## config.mk

```make
export PLATFORM = sky130hd
export DESIGN_NAME = init_seq
export DESIGN_NICKNAME = d
export VERILOG_FILES = /design/src/rtl/init_seq_pkg.sv /design/src/rtl/init_seq_table.sv /design/src/rtl/init_seq_regs.sv /design/src/rtl/init_seq_engine.sv /design/src/rtl/init_seq.sv
export SDC_FILE = /design/constraint.sdc
export NUM_CORES = 1
export LEC_CHECK = 0
export BUFFER_PORTS_ARGS = -buffer_cell sky130_fd_sc_hd__buf_2
export CAP_MARGIN = 20
export CORE_ASPECT_RATIO = 2
export CORE_MARGIN = 2
export CORE_UTILIZATION = 25
export CTS_CLUSTER_SIZE = 25
export DETAILED_ROUTE_END_ITERATION = 12
export RECOVER_POWER = 50
export SYNTH_ARGS = -nofsm -noshare
export SYNTH_HDL_FRONTEND = slang
export SYNTH_SLANG_ARGS = --single-unit
```

## constraint.sdc

```tcl
create_clock -name clk -period 4.2 [get_ports clk]
set_clock_uncertainty 0.1 [all_clocks]
set_input_delay 1.26 -clock clk [delete_from_list [all_inputs] [get_ports clk]]
set_output_delay 1.26 -clock clk [all_outputs]
set_load 0.01 [all_outputs]
```

## src/rtl/init_seq_pkg.sv

```systemverilog
package init_seq_pkg;
   localparam int DATA_W   = 32;
   localparam int REG_AW   = 6;
   localparam int SLOT_IW  = 4;
   localparam int MA_W     = 11;
   localparam int CKE_BIT  = 4;
   localparam int BANK_LSB = 8;
   localparam int WAIT_LSB = MA_W;
   localparam int VALID_BIT = 15;
   localparam int START_BIT = 0;
   localparam int DONE_BIT  = 1;

   localparam logic [3:0]        CTL_NOP   = 4'b0111;
   localparam logic [REG_AW-1:0] RA_CTRL   = 6'h00;
   localparam logic [REG_AW-1:0] RA_ISSUE  = 6'h01;
   localparam logic [1:0]        RG_CMD    = 2'b01;
   localparam logic [1:0]        RG_ARG    = 2'b10;

   typedef enum logic {ST_IDLE, ST_RUN} seq_state_e;
endpackage

```

## src/rtl/init_seq_table.sv

```systemverilog
module init_seq_table
   import init_seq_pkg::*;
#(
   parameter int NUM_SLOTS = 12,
   parameter int BA_W      = 3,
   parameter int DLY_W     = 8
) (
   input  logic                clk,
   input  logic                rst_n,
   input  logic                wr_en,
   input  logic [REG_AW-1:0]   wr_addr,
   input  logic [DATA_W-1:0]   wr_data,
   input  logic                lock,
   input  logic [SLOT_IW-1:0]  rd_idx,
   output logic [3:0]          rd_ctl,
   output logic                rd_cke,
   output logic [BA_W-1:0]     rd_bank,
   output logic [MA_W-1:0]     rd_addr,
   output logic [DLY_W-1:0]    rd_dly
);
   logic [3:0]       s_ctl  [NUM_SLOTS];
   logic             s_cke  [NUM_SLOTS];
   logic [BA_W-1:0]  s_bank [NUM_SLOTS];
   logic [MA_W-1:0]  s_addr [NUM_SLOTS];
   logic [DLY_W-1:0] s_dly  [NUM_SLOTS];
   logic             unused_wdata;

   assign unused_wdata = ^wr_data;

   // one register pair per slot; writes are blocked while a run is active
   for (genvar g = 0; g < NUM_SLOTS; g++) begin : g_slot
      logic             we_cmd, we_arg;
      logic [3:0]       ctl_q;
      logic             cke_q;
      logic [BA_W-1:0]  bank_q;
      logic [MA_W-1:0]  addr_q;
      logic [DLY_W-1:0] dly_q;

      assign we_cmd = wr_en && !lock && (wr_addr == {RG_CMD, SLOT_IW'(g)});
      assign we_arg = wr_en && !lock && (wr_addr == {RG_ARG, SLOT_IW'(g)});

      always_ff @(posedge clk or negedge rst_n) begin
         if (!rst_n) begin
            ctl_q  <= CTL_NOP;
            cke_q  <= 1'b0;
            bank_q <= '0;
            addr_q <= '0;
            dly_q  <= '0;
         end else begin
            if (we_cmd) begin
               ctl_q  <= wr_data[3:0];
               cke_q  <= wr_data[CKE_BIT];
               bank_q <= wr_data[BANK_LSB +: BA_W];
            end
            if (we_arg) begin
               addr_q <= wr_data[MA_W-1:0];
               dly_q  <= wr_data[WAIT_LSB +: DLY_W];
            end
         end
      end

      assign s_ctl[g]  = ctl_q;
      assign s_cke[g]  = cke_q;
      assign s_bank[g] = bank_q;
      assign s_addr[g] = addr_q;
      assign s_dly[g]  = dly_q;
   end

   always_comb begin
      rd_ctl  = s_ctl[0];
      rd_cke  = s_cke[0];
      rd_bank = s_bank[0];
      rd_addr = s_addr[0];
      rd_dly  = s_dly[0];
      for (int i = 1; i < NUM_SLOTS; i++) begin
         if (rd_idx == SLOT_IW'(i)) begin
            rd_ctl  = s_ctl[i];
            rd_cke  = s_cke[i];
            rd_bank = s_bank[i];
            rd_addr = s_addr[i];
            rd_dly  = s_dly[i];
         end
      end
   end
endmodule

```

## src/rtl/init_seq_regs.sv

```systemverilog
module init_seq_regs
   import init_seq_pkg::*;
(
   input  logic                clk,
   input  logic                rst_n,
   input  logic                wr_en,
   input  logic [REG_AW-1:0]   wr_addr,
   input  logic [DATA_W-1:0]   wr_data,
   input  logic                lock,
   input  logic                clr_valid,
   output logic                start_o,
   output logic                done_o,
   output logic                valid_o,
   output logic [SLOT_IW-1:0]  last_o
);
   logic unused_wdata;
   assign unused_wdata = ^wr_data;

   always_ff @(posedge clk or negedge rst_n) begin
      if (!rst_n) begin
         start_o <= 1'b0;
         done_o  <= 1'b0;
         valid_o <= 1'b0;
         last_o  <= '0;
      end else begin
         if (wr_en && wr_addr == RA_CTRL) begin
            start_o <= wr_data[START_BIT];
            done_o  <= wr_data[DONE_BIT];
         end
         if (clr_valid) begin
            valid_o <= 1'b0;
         end else if (wr_en && !lock && wr_addr == RA_ISSUE) begin
            valid_o <= wr_data[VALID_BIT];
            last_o  <= wr_data[SLOT_IW-1:0];
         end
      end
   end
endmodule

```

## src/rtl/init_seq_engine.sv

```systemverilog
module init_seq_engine
   import init_seq_pkg::*;
#(
   parameter int NUM_SLOTS = 12,
   parameter int BA_W      = 3,
   parameter int DLY_W     = 8,
   localparam int CNT_W    = DLY_W + 1
) (
   input  logic                clk,
   input  logic                rst_n,
   input  logic                valid,
   input  logic                start,
   input  logic [SLOT_IW-1:0]  last,
   input  logic [3:0]          rd_ctl,
   input  logic                rd_cke,
   input  logic [BA_W-1:0]     rd_bank,
   input  logic [MA_W-1:0]     rd_addr,
   input  logic [DLY_W-1:0]    rd_dly,
   output logic [SLOT_IW-1:0]  rd_idx,
   output logic                busy,
   output logic                clr_valid,
   output logic                issue,
   output logic [CNT_W-1:0]    wait_cnt,
   output logic [3:0]          mem_ctl,
   output logic                mem_cke,
   output logic [BA_W-1:0]     mem_bank,
   output logic [MA_W-1:0]     mem_addr
);
   localparam logic [SLOT_IW-1:0] LAST_SLOT = SLOT_IW'(NUM_SLOTS - 1);

   seq_state_e         state_q;
   logic [SLOT_IW-1:0] idx_q;
   logic [SLOT_IW-1:0] last_eff;
   logic               running, expired, take;

   assign running   = (state_q == ST_RUN);
   assign last_eff  = (last >= LAST_SLOT) ? LAST_SLOT : last;
   assign rd_idx    = running ? idx_q + SLOT_IW'(1) : '0;
   assign expired   = running && (wait_cnt == '0);
   assign clr_valid = expired && (idx_q == last_eff);
   assign take      = (!running && valid && start) || (expired && idx_q != last_eff);
   assign busy      = running;

   always_ff @(posedge clk or negedge rst_n) begin
      if (!rst_n) begin
         state_q  <= ST_IDLE;
         idx_q    <= '0;
         wait_cnt <= '0;
         issue    <= 1'b0;
         mem_ctl  <= CTL_NOP;
         mem_cke  <= 1'b0;
         mem_bank <= '0;
         mem_addr <= '0;
      end else if (take) begin
         state_q  <= ST_RUN;
         idx_q    <= rd_idx;
         wait_cnt <= CNT_W'(rd_dly) + CNT_W'(1);
         issue    <= 1'b1;
         mem_ctl  <= rd_ctl;
         mem_cke  <= rd_cke;
         mem_bank <= rd_bank;
         mem_addr <= rd_addr;
      end else begin
         issue    <= 1'b0;
         mem_ctl  <= CTL_NOP;
         mem_bank <= '0;
         mem_addr <= '0;
         if (running && wait_cnt != '0) wait_cnt <= wait_cnt - CNT_W'(1);
         if (clr_valid) state_q <= ST_IDLE;
      end
   end
endmodule

```

## src/rtl/init_seq.sv

```systemverilog
module init_seq
   import init_seq_pkg::*;
#(
   parameter int NUM_SLOTS = 12,
   parameter int BA_W      = 3,
   parameter int DLY_W     = 8
) (
   input  logic               clk,
   input  logic               rst_n,
   input  logic               reg_wr,
   input  logic [5:0]         reg_addr,
   input  logic [31:0]        reg_wdata,
   output logic [3:0]         mem_ctl,
   output logic               mem_cke,
   output logic [BA_W-1:0]    mem_bank,
   output logic [10:0]        mem_addr,
   output logic               cmd_valid,
   output logic               init_done
);
   localparam int CNT_W = DLY_W + 1;

   if (NUM_SLOTS < 2 || NUM_SLOTS > (1 << SLOT_IW)) begin : g_bad_slots
      $error("init_seq: NUM_SLOTS must lie in 2..16");
   end
   if (WAIT_LSB + DLY_W > DATA_W) begin : g_bad_dly
      $error("init_seq: wait field does not fit the argument word");
   end
   if (BA_W < 1 || BA_W > 8) begin : g_bad_bank
      $error("init_seq: BA_W must lie in 1..8");
   end

   logic               busy, clr_valid, issue, start, valid;
   logic [SLOT_IW-1:0] last_idx, rd_idx;
   logic [CNT_W-1:0]   wait_cnt;
   logic [3:0]         rd_ctl;
   logic               rd_cke;
   logic [BA_W-1:0]    rd_bank;
   logic [MA_W-1:0]    rd_addr;
   logic [DLY_W-1:0]   rd_dly;

   init_seq_table #(.NUM_SLOTS(NUM_SLOTS), .BA_W(BA_W), .DLY_W(DLY_W)) u_table (
      .clk(clk), .rst_n(rst_n), .wr_en(reg_wr), .wr_addr(reg_addr), .wr_data(reg_wdata),
      .lock(busy), .rd_idx(rd_idx), .rd_ctl(rd_ctl), .rd_cke(rd_cke),
      .rd_bank(rd_bank), .rd_addr(rd_addr), .rd_dly(rd_dly)
   );

   init_seq_regs u_regs (
      .clk(clk), .rst_n(rst_n), .wr_en(reg_wr), .wr_addr(reg_addr), .wr_data(reg_wdata),
      .lock(busy), .clr_valid(clr_valid), .start_o(start), .done_o(init_done),
      .valid_o(valid), .last_o(last_idx)
   );

   init_seq_engine #(.NUM_SLOTS(NUM_SLOTS), .BA_W(BA_W), .DLY_W(DLY_W)) u_engine (
      .clk(clk), .rst_n(rst_n), .valid(valid), .start(start), .last(last_idx),
      .rd_ctl(rd_ctl), .rd_cke(rd_cke), .rd_bank(rd_bank), .rd_addr(rd_addr),
      .rd_dly(rd_dly), .rd_idx(rd_idx), .busy(busy), .clr_valid(clr_valid),
      .issue(issue), .wait_cnt(wait_cnt), .mem_ctl(mem_ctl), .mem_cke(mem_cke),
      .mem_bank(mem_bank), .mem_addr(mem_addr)
   );

   assign cmd_valid = valid;
endmodule

```

# Word-level counts from Yosys, hierarchy flattened
# Index checks and enable logic that the tools add are counted.
# W data, S select, Z words.
[op_classes]
n_eq_ne = 38
n_mux = 66
multipliers = 0
n_lt_le_gt_ge = 1
div = 0
addsub = 3
n_reduce_logical = 42
n_bitwise = 1
shifts = 0
[op_table]
columns = ["op", "n"]
rows = [
  ["$mux W11", 12],
  ["$mux W8", 11],
  ["$eq A6 B5 Y1 const B", 12],
  ["$eq A6 B6 Y1 const B", 12],
  ["$mux W4", 14],
  ["$mux W3", 12],
  ["$logic_and A1 B1 Y1", 33],
  ["$mux W9", 2],
  ["$eq A4 B3 Y1 const B", 4],
  ["$eq A4 B4 Y1 const B", 4],
  ["$mux W1", 15],
  ["$add A8 B1 Y9 const B", 1],
  ["$logic_not A9 Y1", 1],
  ["$reduce_bool A9 Y1", 1],
  ["$sub A9 B1 Y9 const B", 1],
  ["$eq A4 B2 Y1 const B", 2],
  ["$eq A6 B1 Y1 const B", 1],
  ["$logic_not A6 Y1", 1],
  ["$reduce_bool A2 Y1", 3],
  ["$add A4 B1 Y4 const B", 1],
  ["$eq A4 B1 Y1 const B", 1],
  ["$eq A4 B4 Y1", 1],
  ["$ge A4 B4 Y1 const B", 1],
  ["$ne A4 B4 Y1", 1],
  ["other kinds (4)", 4],
]
[totals]
register_bits = 364
elab_cells = 222
mem_count = 0
ram_bits = 0
latch_bits = 0
mem_bits_ro = 0
inputBits = 41
output_inout_bits = 21

# Logic depth before layout (Yosys ltp)
# Gate-level depths: netlist of the first run.
[logic_depth]
depth_word = 16
mapped_depth = 14
mapped_depth_nobuf = 11

# Modules after synthesis
# Synthesis of the first run repeated with hierarchy kept, for this count alone.
[hier_totals]
hier_cells = 1528
hier_area_um2 = 18348.8
[by_module_without_submodules]
columns = ["module", "area_per_inst_um2", "cells_each", "instances"]
rows = [
  ["init_seq_table", 16330.7, 1348, 1],
  ["init_seq_engine", 1702.9, 159, 1],
  ["init_seq_regs", 315.3, 21, 1],
]

# Worst setup path after synthesis of the first run
# Ideal clock, no wire load.
[synth_timing]
kind = "input-to-reg"
startpoint = "input reg_addr[5]"
endpoint = "register u_table.g_slot[11].addr_q[7]"
arrival_time_ps = 2991
path_slack_ps = 984
stages = 7
path_buffers = 3
cell_sequence = "nor4bb_1 -> and3b_1 -> clkbuf_1 -> and3_1 -> buf_2 -> buf_2 -> mux2_2"
[synth_between]
elab_chain_cells = 2
[synth_lines]
columns = ["item", "line", "source"]
rows = [
  ["from (decl)", "init_seq.sv:11", "input logic [5:0] reg_addr,"],
  ["$eq A6 B6 Y1", "init_seq_table.sv:40", "assign we_arg = wr_en && !lock && (wr_addr == {RG_ARG, SLOT_IW'(g)});"],
  ["$logic_and A1 B1 Y1", "init_seq_table.sv:40", ""],
  ["to (signal assigned)", "init_seq_table.sv:56", "addr_q <= wr_data[MA_W-1:0];"],
  ["to (decl)", "init_seq_table.sv:36", "logic [MA_W-1:0] addr_q;"],
]
# Every way passes these cells.
# A chain may end at the register's enable or synchronous reset.

# Worst setup path in the final report of the first run
[layout_timing]
startpoint = "register u_engine.idx_q[2]"
endpoint = "register u_engine.wait_cnt[7]"
[layout_between]
elab_chain_cells = 16
[layout_lines]
columns = ["item", "line", "source"]
rows = [
  ["from (decl)", "init_seq_engine.sv:32", "logic [SLOT_IW-1:0] idx_q;"],
  ["from (signal assigned)", "init_seq_engine.sv:56", "idx_q <= rd_idx;"],
  ["$add A4 B1 Y4", "init_seq_engine.sv:38", "assign rd_idx = running ? idx_q + SLOT_IW'(1) : '0;"],
  ["$mux W4", "init_seq_engine.sv:38", ""],
  ["$eq A4 B1 Y1", "init_seq_table.sv:76", "if (rd_idx == SLOT_IW'(i)) begin"],
  ["$mux W8 (11 in series)", "init_seq_table.sv:76", ""],
  ["$add A8 B1 Y9", "init_seq_engine.sv:57", "wait_cnt <= CNT_W'(rd_dly) + CNT_W'(1);"],
  ["$mux W9", "init_seq_engine.sv:54", "end else if (take) begin"],
  ["to (signal assigned)", "init_seq_engine.sv:57", ""],
  ["to (signal assigned)", "init_seq_engine.sv:68", "if (running && wait_cnt != '0) wait_cnt <= wait_cnt - CNT_W'(1);"],
  ["to (decl)", "init_seq_engine.sv:23", "output logic [CNT_W-1:0] wait_cnt,"],
]
# Several ways; a longest one is shown, not always the timed one.

==> impl_results.md, run 1 <==
- HP Class: register to register
- GRT overflow: 0
- Post-synthesis mux area share: 0.235
- Post-CTS setup buffer count: 0
- Complex-gate fraction of the synthesized area: 0.117
- Wire length per cell after detailed routing: 19.6 µm
- Wire length of the first global-routing pass: 72.5 mm
- Post-Synthesis Net Count: 1448
- Standard-cell rows: 136
- Clock-pin transition on the worst setup and hold timing paths: 0.06 ns
- Maximum number of pins on one net before global-route repair: 101
- Start point of the critical path: u_engine.idx_q[2]$_DFFE_PN0P_
- CP endpoint: u_engine.wait_cnt[7]$_DFFE_PN0P_
- Violations in the final reports: max-capacitance violations, max-slew violations
- Final hold slack: 0.399 ns
- Count of placed standard cells in the final layout, fillers left out: 2381
- Post-Synth Adder-Cell Area: 0.00218
- FF-to-FF setup slack: 0.37 ns
- Number of cells produced by synthesis: 1404
- Source of the worst register-to-register timing path: u_engine.idx_q[2]$_DFFE_PN0P_
- Area share of and/or/nand/nor cells after synthesis: 0.0753
- Mean instance size in the synthesized netlist: 12.2 µm²
- Peak ir drop on the vdd network: 0.261 mV
- Most used DFF post-synth: sky130_fd_sc_hd__dfrtp_1
- Number of buffers on the longest clock path: 3
- Clock Latency Late Sink: 0.54 ns
- Post-synthesis async set-or-reset flop share: 1.00
- HPWL Detailed: 31.1 mm
- Timing-limited maximum frequency: 0.261 GHz
- Number of sinks driven by the clock tree: 364
- Number of violations reported at the end of detailed-routing iteration 0: 817
- Count of port buffers added during placement: 48
- Data arrival, critical path: 4.16 ns
- Count of max-cap constraint violations: 1
- Share of power burned in combinational logic: 0.189
- EDFF count, synth: 0
- Last weighted congestion value of the routability-driven placer: 0.843
- Core area: 68400 µm²
- Final hold violations: 0
- Maximum net fanout on the critical path: 18
- Clock tree from TritonCTS: done
- Worst reg2reg path endpoint: u_engine.wait_cnt[7]$_DFFE_PN0P_
- Min Tclk post-route: 3.83 ns
- Count of cell types in the netlist: 90
- First-pass iteration count of the detailed router: 5
- Number of vias in the routed layout: 11.7k
- Total power divided by cell area: 494 nW/µm²
- Total Nets Final: 1497
- Global-route usage over all layers: 0.131
- Hold buffer count at CTS: 0
- Antenna Diode Count: 0
- Relative contribution of sequential cells to total power: 0.445
- Die height: 375 µm
- Period utilisation layout: 0.913
- Worst-margin pin slew: 2.82 ns
- Die X-Extent: 189 µm
- Type of the setup path with the least slack: register to register
- Via-per-instance ratio: 4.90
- Parity-gate share of the synthesized area counting xor and xnor cells: 0.00764
- TritonCTS Buffers: 40
- Remaining design rule violation count: 0
- Summed negative setup slack over all endpoints: 0 ns
- Clock network fraction of design power: 0.366
- CTS H-tree lvls: 2
- Total standard cell area after synthesis: 17200 µm²
- Number of I/O pins: 62
- Layout-stage area growth over the synthesis result: 16.4%
- Clock root buffer master: sky130_fd_sc_hd__clkbuf_16
- CP required: 4.53 ns
- Count of warnings emitted by yosys: 0
- R2r worst-path depth: 9
- Relative slew slack: -0.879
- Vias in the first global route: 11.9k
- Fraction of the yosys area taken by sequential cells: 0.533
- Starting utilization of the core area: 0.251
- Leak pwr: 8.92 nW
- Kind of start point of the critical path: register
- Antenna violations before repair: 0
- Cell Count Post-Placement: 2308
- Setup violations, final: 0
- Number of resized instances in the post-cts repair step: 0
- Final wirelength: 46.6 mm
- CP endpoint kind: register
- Most common cell after layout, fill and taps aside: sky130_fd_sc_hd__mux2_2
- Post-route antenna net violation count: 0
- Power spent charging and discharging nets: 2.75 mW
- Sw Ratio: 0.279
- Unrepaired setup endpoints after global routing: false
- Internal power component: 7.13 mW
- Number of pins exceeding their max-slew limit in the final report: 96
- Floorplan die area: 71000 µm²
- Yosys reg bits: 364
- Result of the run: complete, but fails checks
- Ratio of cells with drive above 1 in the final layout: 0.389
- Commonest cells after routing, fill and taps aside: 337 x sky130_fd_sc_hd__mux2_2, 325 x sky130_fd_sc_hd__dfrtp_1, 90 x sky130_fd_sc_hd__nand2_1
- Largest family of logic cells by synthesized area: multiplexers
[cells by family after synthesis]
kind of cell             after synthesis
multiplexers                         362
buffers and inverters                118
adder cells (fa/ha/maj)                3
XOR/XNOR                              15
AO/OA/AOI/OAI                        283
flip-flops                           364
AND/OR/NAND/NOR                      259
[routing by layer]
layer / share of wire / global-route usage
met4: 0.027 / 0.0396
met5: 0 / 0
met3: 0.048 / 0.0189
met2: 0.44 / 0.199
met1: 0.48 / 0.192
[power by group through the flow]
stage / clock [mW] / combinational (mW) / sequential [mW]
after floorplan: 0 / 1.29 / 4.35
after global placement: 0 / 1.84 / 4.43
after detailed placement: 0 / 1.87 / 4.45
after global routing: 3.85 / 2.05 / 4.46
after CTS: 3.70 / 1.88 / 4.39
final: 3.61 / 1.87 / 4.40
[state kept, by name (all words and copies together) (netlist names)]
name / count
u_engine.mem_cke: 1
u_table.g_slot.cke_q: 12
u_engine.busy: 1
u_engine.mem_bank: 3
u_table.g_slot.ctl_q: 48
u_regs.last_o: 4
u_table.g_slot.dly_q: 96
u_regs.done_o: 1
u_regs.valid_o: 1
u_table.g_slot.bank_q: 36
u_engine.idx_q: 4
u_engine.mem_addr: 11
u_table.g_slot.addr_q: 132
u_regs.start_o: 1
u_engine.mem_ctl: 4
u_engine.wait_cnt: 9
[layout make-up]
| type | count | area [µm²] |
|---|---|---|
| tap | 897 | 1120 |
| clock buffer | 57 | 1160 |
| clock inverter | 16 | 200 |
| multi-input combinational | 922 | 7540 |
| sequential | 364 | 9160 |
| fill | 7086 | 48400 |
| inverter | 13 | 48.8 |
| timing repair buffer | 112 | 771 |
[worst max-delay path, stage by stage (launching register included)]
cell                      delay, ns
sky130_fd_sc_hd__dfrtp_1       0.80
sky130_fd_sc_hd__nor2b_1       0.33
sky130_fd_sc_hd__a32o_1        0.63
sky130_fd_sc_hd__nand2_1       0.39
sky130_fd_sc_hd__and4_4        0.26
sky130_fd_sc_hd__nor4b_2       0.33
sky130_fd_sc_hd__a211o_2       0.20
sky130_fd_sc_hd__nand3_1       0.10
sky130_fd_sc_hd__or3_1         0.35
sky130_fd_sc_hd__a31o_1        0.22
[cells in the mapped netlist, types with 7 or more instances]
| master | instances | area [µm²] |
|---|---|---|
| sky130_fd_sc_hd__mux2_2 | 337 | 3790 |
| sky130_fd_sc_hd__dfrtp_1 | 325 | 8130 |
| sky130_fd_sc_hd__nand2_1 | 90 | 338 |
| sky130_fd_sc_hd__clkbuf_1 | 70 | 263 |
| sky130_fd_sc_hd__nor2_1 | 65 | 244 |
| sky130_fd_sc_hd__o21ai_0 | 56 | 280 |
| sky130_fd_sc_hd__o22ai_1 | 43 | 269 |
| sky130_fd_sc_hd__dfstp_2 | 39 | 1020 |
| sky130_fd_sc_hd__a21oi_1 | 37 | 185 |
| sky130_fd_sc_hd__o211ai_1 | 35 | 263 |
| sky130_fd_sc_hd__mux2i_1 | 25 | 250 |
| sky130_fd_sc_hd__nand3_1 | 23 | 115 |
| sky130_fd_sc_hd__buf_2 | 20 | 100 |
| sky130_fd_sc_hd__a311oi_1 | 15 | 131 |
| sky130_fd_sc_hd__nor3_1 | 13 | 65.1 |
| sky130_fd_sc_hd__inv_1 | 12 | 45.0 |
| sky130_fd_sc_hd__xor2_1 | 10 | 87.6 |
| sky130_fd_sc_hd__and3_1 | 8 | 50.1 |
| sky130_fd_sc_hd__a221oi_1 | 7 | 61.3 |
| sky130_fd_sc_hd__a31oi_1 | 7 | 43.8 |
| sky130_fd_sc_hd__nand4_1 | 7 | 43.8 |
[worst min-delay path by stage]
stage	cells past startpoint	from	slack [ns]	to
4_1_cts	1	u_table.g_slot[8].dly_q[0]$_DFFE_PN0P_	0.40	u_table.g_slot[8].dly_q[0]$_DFFE_PN0P_
2_1_floorplan	1	u_table.g_slot[3].dly_q[6]$_DFFE_PN0P_	0.37	u_table.g_slot[3].dly_q[6]$_DFFE_PN0P_
6_report	1	u_table.g_slot[3].dly_q[2]$_DFFE_PN0P_	0.40	u_table.g_slot[3].dly_q[2]$_DFFE_PN0P_
5_1_grt	1	u_table.g_slot[8].bank_q[1]$_DFFE_PN0P_	0.41	u_table.g_slot[8].bank_q[1]$_DFFE_PN0P_
3_5_place_dp	1	u_table.g_slot[8].addr_q[9]$_DFFE_PN0P_	0.39	u_table.g_slot[8].addr_q[9]$_DFFE_PN0P_
3_3_place_gp	1	u_table.g_slot[8].dly_q[0]$_DFFE_PN0P_	0.38	u_table.g_slot[8].dly_q[0]$_DFFE_PN0P_
[per-stage QoR]
step	utilization	area (µm²)	power, mW	worst slack (ns)
finish	0.292	20000	9.89	0.367
global route	0.292	20000	10.4	0.104
CTS	0.293	20000	9.97	0.472
detailed placement	0.273	18700	6.32	0.516
global placement	0.273	18700	6.27	0.499
floorplan	-	17200	5.64	0.984
Power figures use the tool's default switching activity.
==> run 2: changes to the inputs <==
--- a/config.mk
+++ b/config.mk
@@ -9,9 +9,10 @@
 export CAP_MARGIN = 20
 export CORE_ASPECT_RATIO = 2
 export CORE_MARGIN = 2
-export CORE_UTILIZATION = 25
+export CORE_UTILIZATION = 55
 export CTS_CLUSTER_SIZE = 25
 export DETAILED_ROUTE_END_ITERATION = 12
+export PLACE_DENSITY = 0.72
 export RECOVER_POWER = 50
 export SYNTH_ARGS = -nofsm -noshare
 export SYNTH_HDL_FRONTEND = slang
==> constraint.sdc (replaced) <==
create_clock -name clk -period 4.2 [get_ports clk]
set_clock_uncertainty 0.1 [all_clocks]
set_input_delay 0.42 -clock clk [delete_from_list [all_inputs] [get_ports clk]]
set_output_delay 0.42 -clock clk [all_outputs]
set_load 0.01 [all_outputs]
==> run 2 against run 1 <==
Effect of this change:
- clock power is 12% lower
- critical endpoint unchanged
- fmax shrank 1.7%
- count of clock-buffer cells in the layout is 8 lower
- power shrank 4.7%
- via count is 2.4% higher
- setup slack got worse by 0.065 ns
- global-route usage rose by 17 points
- sequential power about the same
- the flow still finishes with violations (max-capacitance violations, max-slew violations)
- register-to-register slack worse by 0.07 ns
- die area down 54%
==> impl_results.md, run 2 (synthesized netlist as in run 1, its figures left out) <==
- Maximum number of pins on one net before global-route repair: 122 (was 101)
- Min Tclk post-route: 3.90 ns (was 3.83 ns)
- Via-per-instance ratio: 6.32 (was 4.90)
- First-pass iteration count of the detailed router: 6 (was 5)
- Wire length of the first global-routing pass: 72.7 mm (was 72.5 mm)
- Summed negative setup slack over all endpoints: 0 ns (unchanged)
- Setup violations, final: 0 (unchanged)
- Violations in the final reports: max-capacitance violations, max-slew violations (unchanged)
- Timing-limited maximum frequency: 0.257 GHz (was 0.261 GHz)
- Clock Latency Late Sink: 0.54 ns (about the same)
- Final standard cell utilization of the core: 0.622 (was 0.292)
- Final hold violations: 0 (unchanged)
- Global-route usage over all layers: 0.298 (was 0.131)
- Clock root buffer master: sky130_fd_sc_hd__clkbuf_16 (unchanged)
- Number of violations reported at the end of detailed-routing iteration 0: 948 (was 817)
- Number of buffers on the longest clock path: 3 (unchanged)
- Count of max-cap constraint violations: 1 (unchanged)
- CP required: 4.52 ns (was 4.53 ns)
- Core area: 30900 µm² (was 68400 µm²)
- CP endpoint kind: register (unchanged)
- Layout-stage area growth over the synthesis result: 11.6% (was 16.4%)
- Worst-margin pin slew: 3.10 ns (was 2.82 ns)
- Number of sinks driven by the clock tree: 364 (unchanged)
- Register with the most flip-flops: u_table.g_slot.addr_q (unchanged)
- Leak pwr: 8.74 nW (was 8.92 nW)
- Worst Hold Launch: reg_wdata[5] (was u_table.g_slot[3].dly_q[2]$_DFFE_PN0P_)
- Post-route antenna net violation count: 0 (unchanged)
- Most common cell after layout, fill and taps aside: sky130_fd_sc_hd__mux2_2 (unchanged)
- Number of pins exceeding their max-slew limit in the final report: 118 (was 96)
- Number of resized instances in the post-cts repair step: 0 (unchanged)
- HP Class: primary input to register (was register to register)
- Final wirelength: 47.3 mm (was 46.6 mm)
- Commonest cells after routing, fill and taps aside: 337 x sky130_fd_sc_hd__mux2_2, 325 x sky130_fd_sc_hd__dfrtp_1, 90 x sky130_fd_sc_hd__nand2_1 (unchanged)
- Count of port buffers added during placement: 48 (unchanged)
- Peak ir drop on the vdd network: 0.314 mV (was 0.261 mV)
- Result of the run: complete, but fails checks (unchanged)
- Total power divided by cell area: 491 nW/µm² (was 494 nW/µm²)
- Remaining design rule violation count: 0 (unchanged)
- Hold buffer count at CTS: 1 (was 0)
- Post-CTS setup buffer count: 0 (unchanged)
- Antenna violations before repair: 1 (was 0)
- Maximum net fanout on the critical path: 13 (was 18)
- Clock tree from TritonCTS: done (unchanged)
- Standard-cell rows: 91 (was 136)
- Type of the setup path with the least slack: register to register (unchanged)
- Starting utilization of the core area: 0.557 (was 0.251)
- Ratio of cells with drive above 1 in the final layout: 0.371 (was 0.389)
- TritonCTS Buffers: 34 (was 40)
- Total Nets Final: 1491 (was 1497)
- Start point of the critical path: u_engine.idx_q[1]$_DFFE_PN0P_ (was u_engine.idx_q[2]$_DFFE_PN0P_)
- Vias in the first global route: 12.7k (was 11.9k)
- Number of I/O pins: 62 (unchanged)
- Unrepaired setup endpoints after global routing: false (unchanged)
- HPWL Detailed: 32.0 mm (was 31.1 mm)
- Last weighted congestion value of the routability-driven placer: 0.956 (was 0.843)
- Die X-Extent: 129 µm (was 189 µm)
- Worst Hold Depth: 2 (was 1)
- Wire length per cell after detailed routing: 25.0 µm (was 19.6 µm)
- Source of the worst register-to-register timing path: u_engine.idx_q[1]$_DFFE_PN0P_ (was u_engine.idx_q[2]$_DFFE_PN0P_)
- Kind of start point of the critical path: register (unchanged)
- GRT overflow: 0 (unchanged)
- Period utilisation layout: 0.928 (was 0.913)
- Clock-pin transition on the worst setup and hold timing paths: 0.07 ns (was 0.06 ns)
- CTS H-tree lvls: 2 (unchanged)
- Number of vias in the routed layout: 12.0k (was 11.7k)
- Data arrival, critical path: 4.22 ns (was 4.16 ns)
- Die height: 254 µm (was 375 µm)
- Leading registers by flop count: u_table.g_slot.addr_q: 132 flops, u_table.g_slot.dly_q: 96 flops, u_table.g_slot.ctl_q: 48 flops (unchanged)
- Floorplan die area: 32800 µm² (was 71000 µm²)
- Flip-flop count of the largest register, all copies and words added: 132 (unchanged)
- R2r worst-path depth: 10 (was 9)
- Relative slew slack: -1.07 (was -0.879)
==> run 2: cell count changes in the layout (fill, tap and decap cells not counted), sizes merged <==
cell / delta
buf: -15
clkinvlp: -1
diode: +1
clkinv: -1
clkbuf: +6
dlygate4sd3: +1
bufinv: -1
==> run 2: per-layer routing <==
metal  GRT usage  vias to the layer above  share of wire
met5           0                        -              0
met2       0.534                      367           0.54
met3      0.0362                      145          0.037
met4       0.194                        0          0.070
met1       0.327                     6183           0.36
li1            -                     5258              -
==> run 2: critical path: stages (launching register included) <==
cell and delay, ns:
sky130_fd_sc_hd__dfrtp_1 0.53, sky130_fd_sc_hd__ha_1 0.55, sky130_fd_sc_hd__nand2_1 0.30, sky130_fd_sc_hd__a211oi_4 0.40, sky130_fd_sc_hd__or2_1 0.46, sky130_fd_sc_hd__o21ai_1 0.15
sky130_fd_sc_hd__a22o_1 0.27, sky130_fd_sc_hd__a21oi_2 0.28, sky130_fd_sc_hd__nand3_1 0.16, sky130_fd_sc_hd__or3_1 0.36, sky130_fd_sc_hd__a31o_1 0.22
==> run 2: worst paths after layout <==
| check | endpoint | slack [ns] |
|---|---|---|
| hold / removal | u_table.g_slot[6].addr_q[5]$_DFFE_PN0P_ | 0.20 |
| setup reg to reg | u_engine.wait_cnt[7]$_DFFE_PN0P_ | 0.30 |
| setup / recovery | u_engine.wait_cnt[7]$_DFFE_PN0P_ | 0.30 |
| max in group asynchronous | u_engine.mem_addr[10]$_DFF_PN0_ | 0.84 |
| min in group asynchronous | u_table.g_slot[2].addr_q[7]$_DFFE_PN0P_ | 1.34 |
| hold reg to reg | u_table.g_slot[8].addr_q[5]$_DFFE_PN0P_ | 0.40 |
==> run 2: report_power, final <==
| group | switching [mW] | internal [mW] | total [mW] |
|---|---|---|---|
| logic | 0.989 | 0.851 | 1.84 |
| registers | 0.312 | 4.08 | 4.39 |
| clock network | 1.36 | 1.83 | 3.19 |
| total | 2.66 | 6.76 | 9.42 |
==> run 2: stage by stage <==
stage | area [µm²] | setup WS, ns | std cells | power [mW] | hold slack (ns)
floorplan | 17200 | 1.25 | 1404 | 5.64 | 0.0244
global placement | 18100 | 0.441 | 1828 | 6.19 | 0.379
detailed placement | 18100 | 0.355 | 1828 | 6.27 | 0.388
CTS | 19200 | 0.347 | 1891 | 9.46 | 0.170
global route | 19200 | 0.159 | 1892 | 9.81 | 0.200
finish | 19200 | 0.302 | 1892 | 9.42 | 0.196
==> run 2: final cells by class <==
type	count	area, µm²
inverter	13	48.8
timing repair buffer	112	758
clock inverter	13	173
multi-input combinational	922	7540
clock buffer	49	978
antenna	1	2.50
tap	418	523
fill	2406	11700
sequential	364	9160
==> run 3: changes to the inputs <==
--- a/config.mk
+++ b/config.mk
@@ -12,7 +12,7 @@
 export CORE_UTILIZATION = 55
 export CTS_CLUSTER_SIZE = 25
 export DETAILED_ROUTE_END_ITERATION = 12
-export PLACE_DENSITY = 0.72
+export PLACE_DENSITY = 0.75
 export RECOVER_POWER = 50
 export SYNTH_ARGS = -nofsm -noshare
 export SYNTH_HDL_FRONTEND = slang
==> constraint.sdc (replaced) <==
create_clock -name clk -period 3.4 [get_ports clk]
set_clock_uncertainty 0.1 [all_clocks]
set_input_delay 0.34 -clock clk [delete_from_list [all_inputs] [get_ports clk]]
set_output_delay 0.34 -clock clk [all_outputs]
set_load 0.01 [all_outputs]
==> run 3 against run 2 <==
Effect of this change:
- the run still ends with max-capacitance violations, max-slew violations left
- via count is 1.1% higher
- critical endpoint is now u_engine.wait_cnt[8]$_DFFE_PN0P_
- global-route usage is 0.81 points lower
- routed wire length is 1.9% lower
- hold slack worse by 0.12 ns
- largest power group unchanged
==> impl_results.md, run 3 (synthesized netlist as in run 1, its figures left out) <==
- Result of the run: complete, but fails checks (unchanged)
- Violations in the final reports: max-capacitance violations, max-slew violations (unchanged)
- Commonest cells after routing, fill and taps aside: 337 x sky130_fd_sc_hd__mux2_2, 324 x sky130_fd_sc_hd__dfrtp_1, 90 x sky130_fd_sc_hd__nand2_1 (was 337 x sky130_fd_sc_hd__mux2_2, 325 x sky130_fd_sc_hd__dfrtp_1, 90 x sky130_fd_sc_hd__nand2_1)
- Ordered cell list for the critical path: buf_12 > buf_8 > nand3b_1 > nor3_4 > buf_4 > a32o_1 > a221oi_1 > a21oi_1 > buf_4 > o21a_1 > ha_2 > nand2_1 > or4_1 > nand2_1 (was ha_1 > nand2_1 > a211oi_4 > or2_1 > o21ai_1 > a22o_1 > a21oi_2 > nand3_1 > or3_1 > a31o_1)
- Type of the setup path with the least slack: register to register (unchanged)
- Post-route standard cell area excluding fillers: 19400 µm² (was 19200 µm²)
- Die height: 254 µm (unchanged)
- Register with the most flip-flops: u_table.g_slot.addr_q (unchanged)
- Post-route antenna net violation count: 0 (unchanged)
- Die X-Extent: 129 µm (unchanged)
- GRT overflow: 0 (unchanged)
- Number of I/O pins: 62 (unchanged)
- CP required: 3.81 ns (was 4.52 ns)
- Combined flip-flop and latch cell area: 9160 µm² (about the same)
- Number of buffers on the longest clock path: 3 (unchanged)
- CP endpoint kind: register (unchanged)
- Ratio of cells with drive above 1 in the final layout: 0.395 (was 0.371)
- Sw Ratio: 0.281 (was 0.283)
- Unrepaired setup endpoints after global routing: false (unchanged)
- Clock tree from TritonCTS: done (unchanged)
- Final wirelength: 46.4 mm (was 47.3 mm)
- Starting utilization of the core area: 0.557 (unchanged)
- Final hold violations: 0 (unchanged)
- Count of max-cap constraint violations: 1 (unchanged)
- Standard-cell rows: 91 (unchanged)
- Clock-pin transition on the worst setup and hold timing paths: 0.07 ns (about the same)
- HPWL Detailed: 31.8 mm (was 32.0 mm)
- Internal power component: 8.18 mW (was 6.76 mW)
- Number of violations reported at the end of detailed-routing iteration 0: 1009 (was 948)
- Min Tclk post-route: 3.23 ns (was 3.90 ns)
- Final hold slack: 0.0805 ns (was 0.196 ns)
- Via-per-instance ratio: 6.30 (was 6.32)
- Period utilisation layout: 0.950 (was 0.928)
- Post-CTS setup buffer count: 0 (unchanged)
- Leading registers by flop count: u_table.g_slot.addr_q: 132 flops, u_table.g_slot.dly_q: 96 flops, u_table.g_slot.ctl_q: 48 flops (unchanged)
- Floorplan die area: 32800 µm² (unchanged)
- Last weighted congestion value of the routability-driven placer: 0.979 (was 0.956)
- Maximum number of pins on one net before global-route repair: 90 (was 122)
- Global-route usage over all layers: 0.290 (was 0.298)
- Clock network fraction of design power: 0.314 (was 0.339)
- CTS H-tree lvls: 1 (was 2)
- Number of vias in the routed layout: 12.1k (was 12.0k)
- First-pass iteration count of the detailed router: 6 (unchanged)
- Remaining design rule violation count: 0 (unchanged)
- Count of port buffers added during placement: 48 (unchanged)
- Wire length per cell after detailed routing: 24.2 µm (was 25.0 µm)
- Total Nets Final: 1521 (was 1491)
- Maximum net fanout on the critical path: 26 (was 13)
- Relative slew slack: -0.517 (was -1.07)
- Relative contribution of sequential cells to total power: 0.478 (was 0.466)
- Number of sinks driven by the clock tree: 364 (unchanged)
- Slowest-stage cell, CP: sky130_fd_sc_hd__or4_1 (was sky130_fd_sc_hd__ha_1)
- TritonCTS Buffers: 31 (was 34)
- Max incr delay on CP: 0.53 ns (was 0.55 ns)
- Setup Slack @ Placement: -0.00262 ns (was 0.355 ns)
- Peak ir drop on the vdd network: 0.418 mV (was 0.314 mV)
- Layout-stage area growth over the synthesis result: 12.7% (was 11.6%)
- Multi-input gate area: 7600 µm² (was 7540 µm²)
- Worst-margin pin slew: 2.28 ns (was 3.10 ns)
- Share of power burned in combinational logic: 0.208 (was 0.195)
- Flip-flop count of the largest register, all copies and words added: 132 (unchanged)
- Summed negative setup slack over all endpoints: 0 ns (unchanged)
- Fillers: 2367 (was 2406)
- Kind of start point of the critical path: register (unchanged)
- Most common cell after layout, fill and taps aside: sky130_fd_sc_hd__mux2_2 (unchanged)
- Timing-limited maximum frequency: 0.310 GHz (was 0.257 GHz)
- Final worst setup slack: 0.171 ns (was 0.302 ns)
- Setup violations, final: 0 (unchanged)
- Leak pwr: 8.87 nW (was 8.74 nW)
- Total power divided by cell area: 588 nW/µm² (was 491 nW/µm²)
- Wire length of the first global-routing pass: 72.1 mm (was 72.7 mm)
- FF-to-FF setup slack: 0.17 ns (was 0.30 ns)
- Final Total Pwr: 11.4 mW (was 9.42 mW)
- Clock Latency Late Sink: 0.57 ns (was 0.54 ns)
- Post-DP Area: 18300 µm² (was 18100 µm²)
- Clock root buffer master: sky130_fd_sc_hd__clkbuf_16 (unchanged)
- Vias in the first global route: 12.8k (was 12.7k)
- Power spent charging and discharging nets: 3.20 mW (was 2.66 mW)
- Antenna violations before repair: 1 (unchanged)
- Core area: 30900 µm² (unchanged)
- HP Class: primary input to register (unchanged)
- Number of pins exceeding their max-slew limit in the final report: 89 (was 118)
- Data arrival, critical path: 3.64 ns (was 4.22 ns)
-- run 3: changes by cell type in the layout (fill, tap and decap cells not counted), moves of 2 or more --
| cell | delta |
|---|---|
| sky130_fd_sc_hd__buf_4 | +28 |
| sky130_fd_sc_hd__clkbuf_1 | -11 |
| sky130_fd_sc_hd__buf_2 | +10 |
| sky130_fd_sc_hd__clkbuf_16 | -4 |
| sky130_fd_sc_hd__buf_6 | +3 |
| sky130_fd_sc_hd__clkbuf_2 | +2 |
| sky130_fd_sc_hd__clkinv_8 | -2 |
| sky130_fd_sc_hd__ha_1 | -2 |
| sky130_fd_sc_hd__o21ai_2 | +2 |
-- run 3: timing repair --
action / CTS / global route
hold buffers: 1 / 0
pin swaps: 0 / 4
hold endpoints to repair: 84 / 0
endpoints found under the setup margin: 1 / 10
resized for setup: 2 / 15
-- run 3: routing by layer --
metal | global-route usage | part of all wire | vias to the layer above
met5 | 0 | 0 | -
met4 | 0.202 | 0.079 | 0
met3 | 0.0354 | 0.043 | 171
met2 | 0.504 | 0.52 | 375
met1 | 0.326 | 0.36 | 6210
li1 | - | - | 5331
-- run 3: final timing paths --
check,start,to,cells past startpoint
min reg2reg,u_table.g_slot[0].addr_q[3]$_DFFE_PN0P_,u_table.g_slot[0].addr_q[3]$_DFFE_PN0P_,1
min in group asynchronous,rst_n,u_table.g_slot[2].addr_q[5]$_DFFE_PN0P_,2
max reg2reg,u_engine.idx_q[0]$_DFFE_PN0P_,u_engine.wait_cnt[8]$_DFFE_PN0P_,14
min,reg_wdata[17],u_table.g_slot[4].dly_q[6]$_DFFE_PN0P_,2
max,u_engine.idx_q[0]$_DFFE_PN0P_,u_engine.wait_cnt[8]$_DFFE_PN0P_,14
max in group asynchronous,rst_n,u_table.g_slot[5].dly_q[3]$_DFFE_PN0P_,3
-- run 3: area by class of cell --
cell class	count	area share
antenna	2	0.000258
multi-input combinational	922	0.392
sequential	364	0.473
timing repair buffer	145	0.0527
inverter	13	0.00271
tap	418	0.0270
clock buffer	44	0.0452
clock inverter	10	0.00678
-- run 3: per-stage QoR --
stage / cells / util
6_report: 1918 / 0.628
3_5_place_dp: 1861 / 0.594
4_1_cts: 1916 / 0.627
2_1_floorplan: 1404 / -
3_3_place_gp: 1861 / 0.594
5_1_grt: 1917 / 0.627
-- run 3: power groups by stage --
| stage | sequential (mW) | combinational, mW | clock, mW |
|---|---|---|---|
| floorplan | 5.38 | 1.59 | 0 |
| global placement | 5.45 | 2.26 | 0 |
| detailed placement | 5.50 | 2.32 | 0 |
| CTS | 5.42 | 2.34 | 3.64 |
| global route | 5.51 | 2.57 | 3.78 |
| finish | 5.44 | 2.36 | 3.58 |
-- run 3: worst max-delay path: cells and delay by family (launching register included) --
| family | cells | cell delay (ns) |
|---|---|---|
| compound gates | 4 | 0.47 |
| fa+ha+maj | 1 | 0.21 |
| buf+inv | 4 | 0.73 |
| flops | 1 | 0.44 |
| simple gates | 5 | 1.21 |
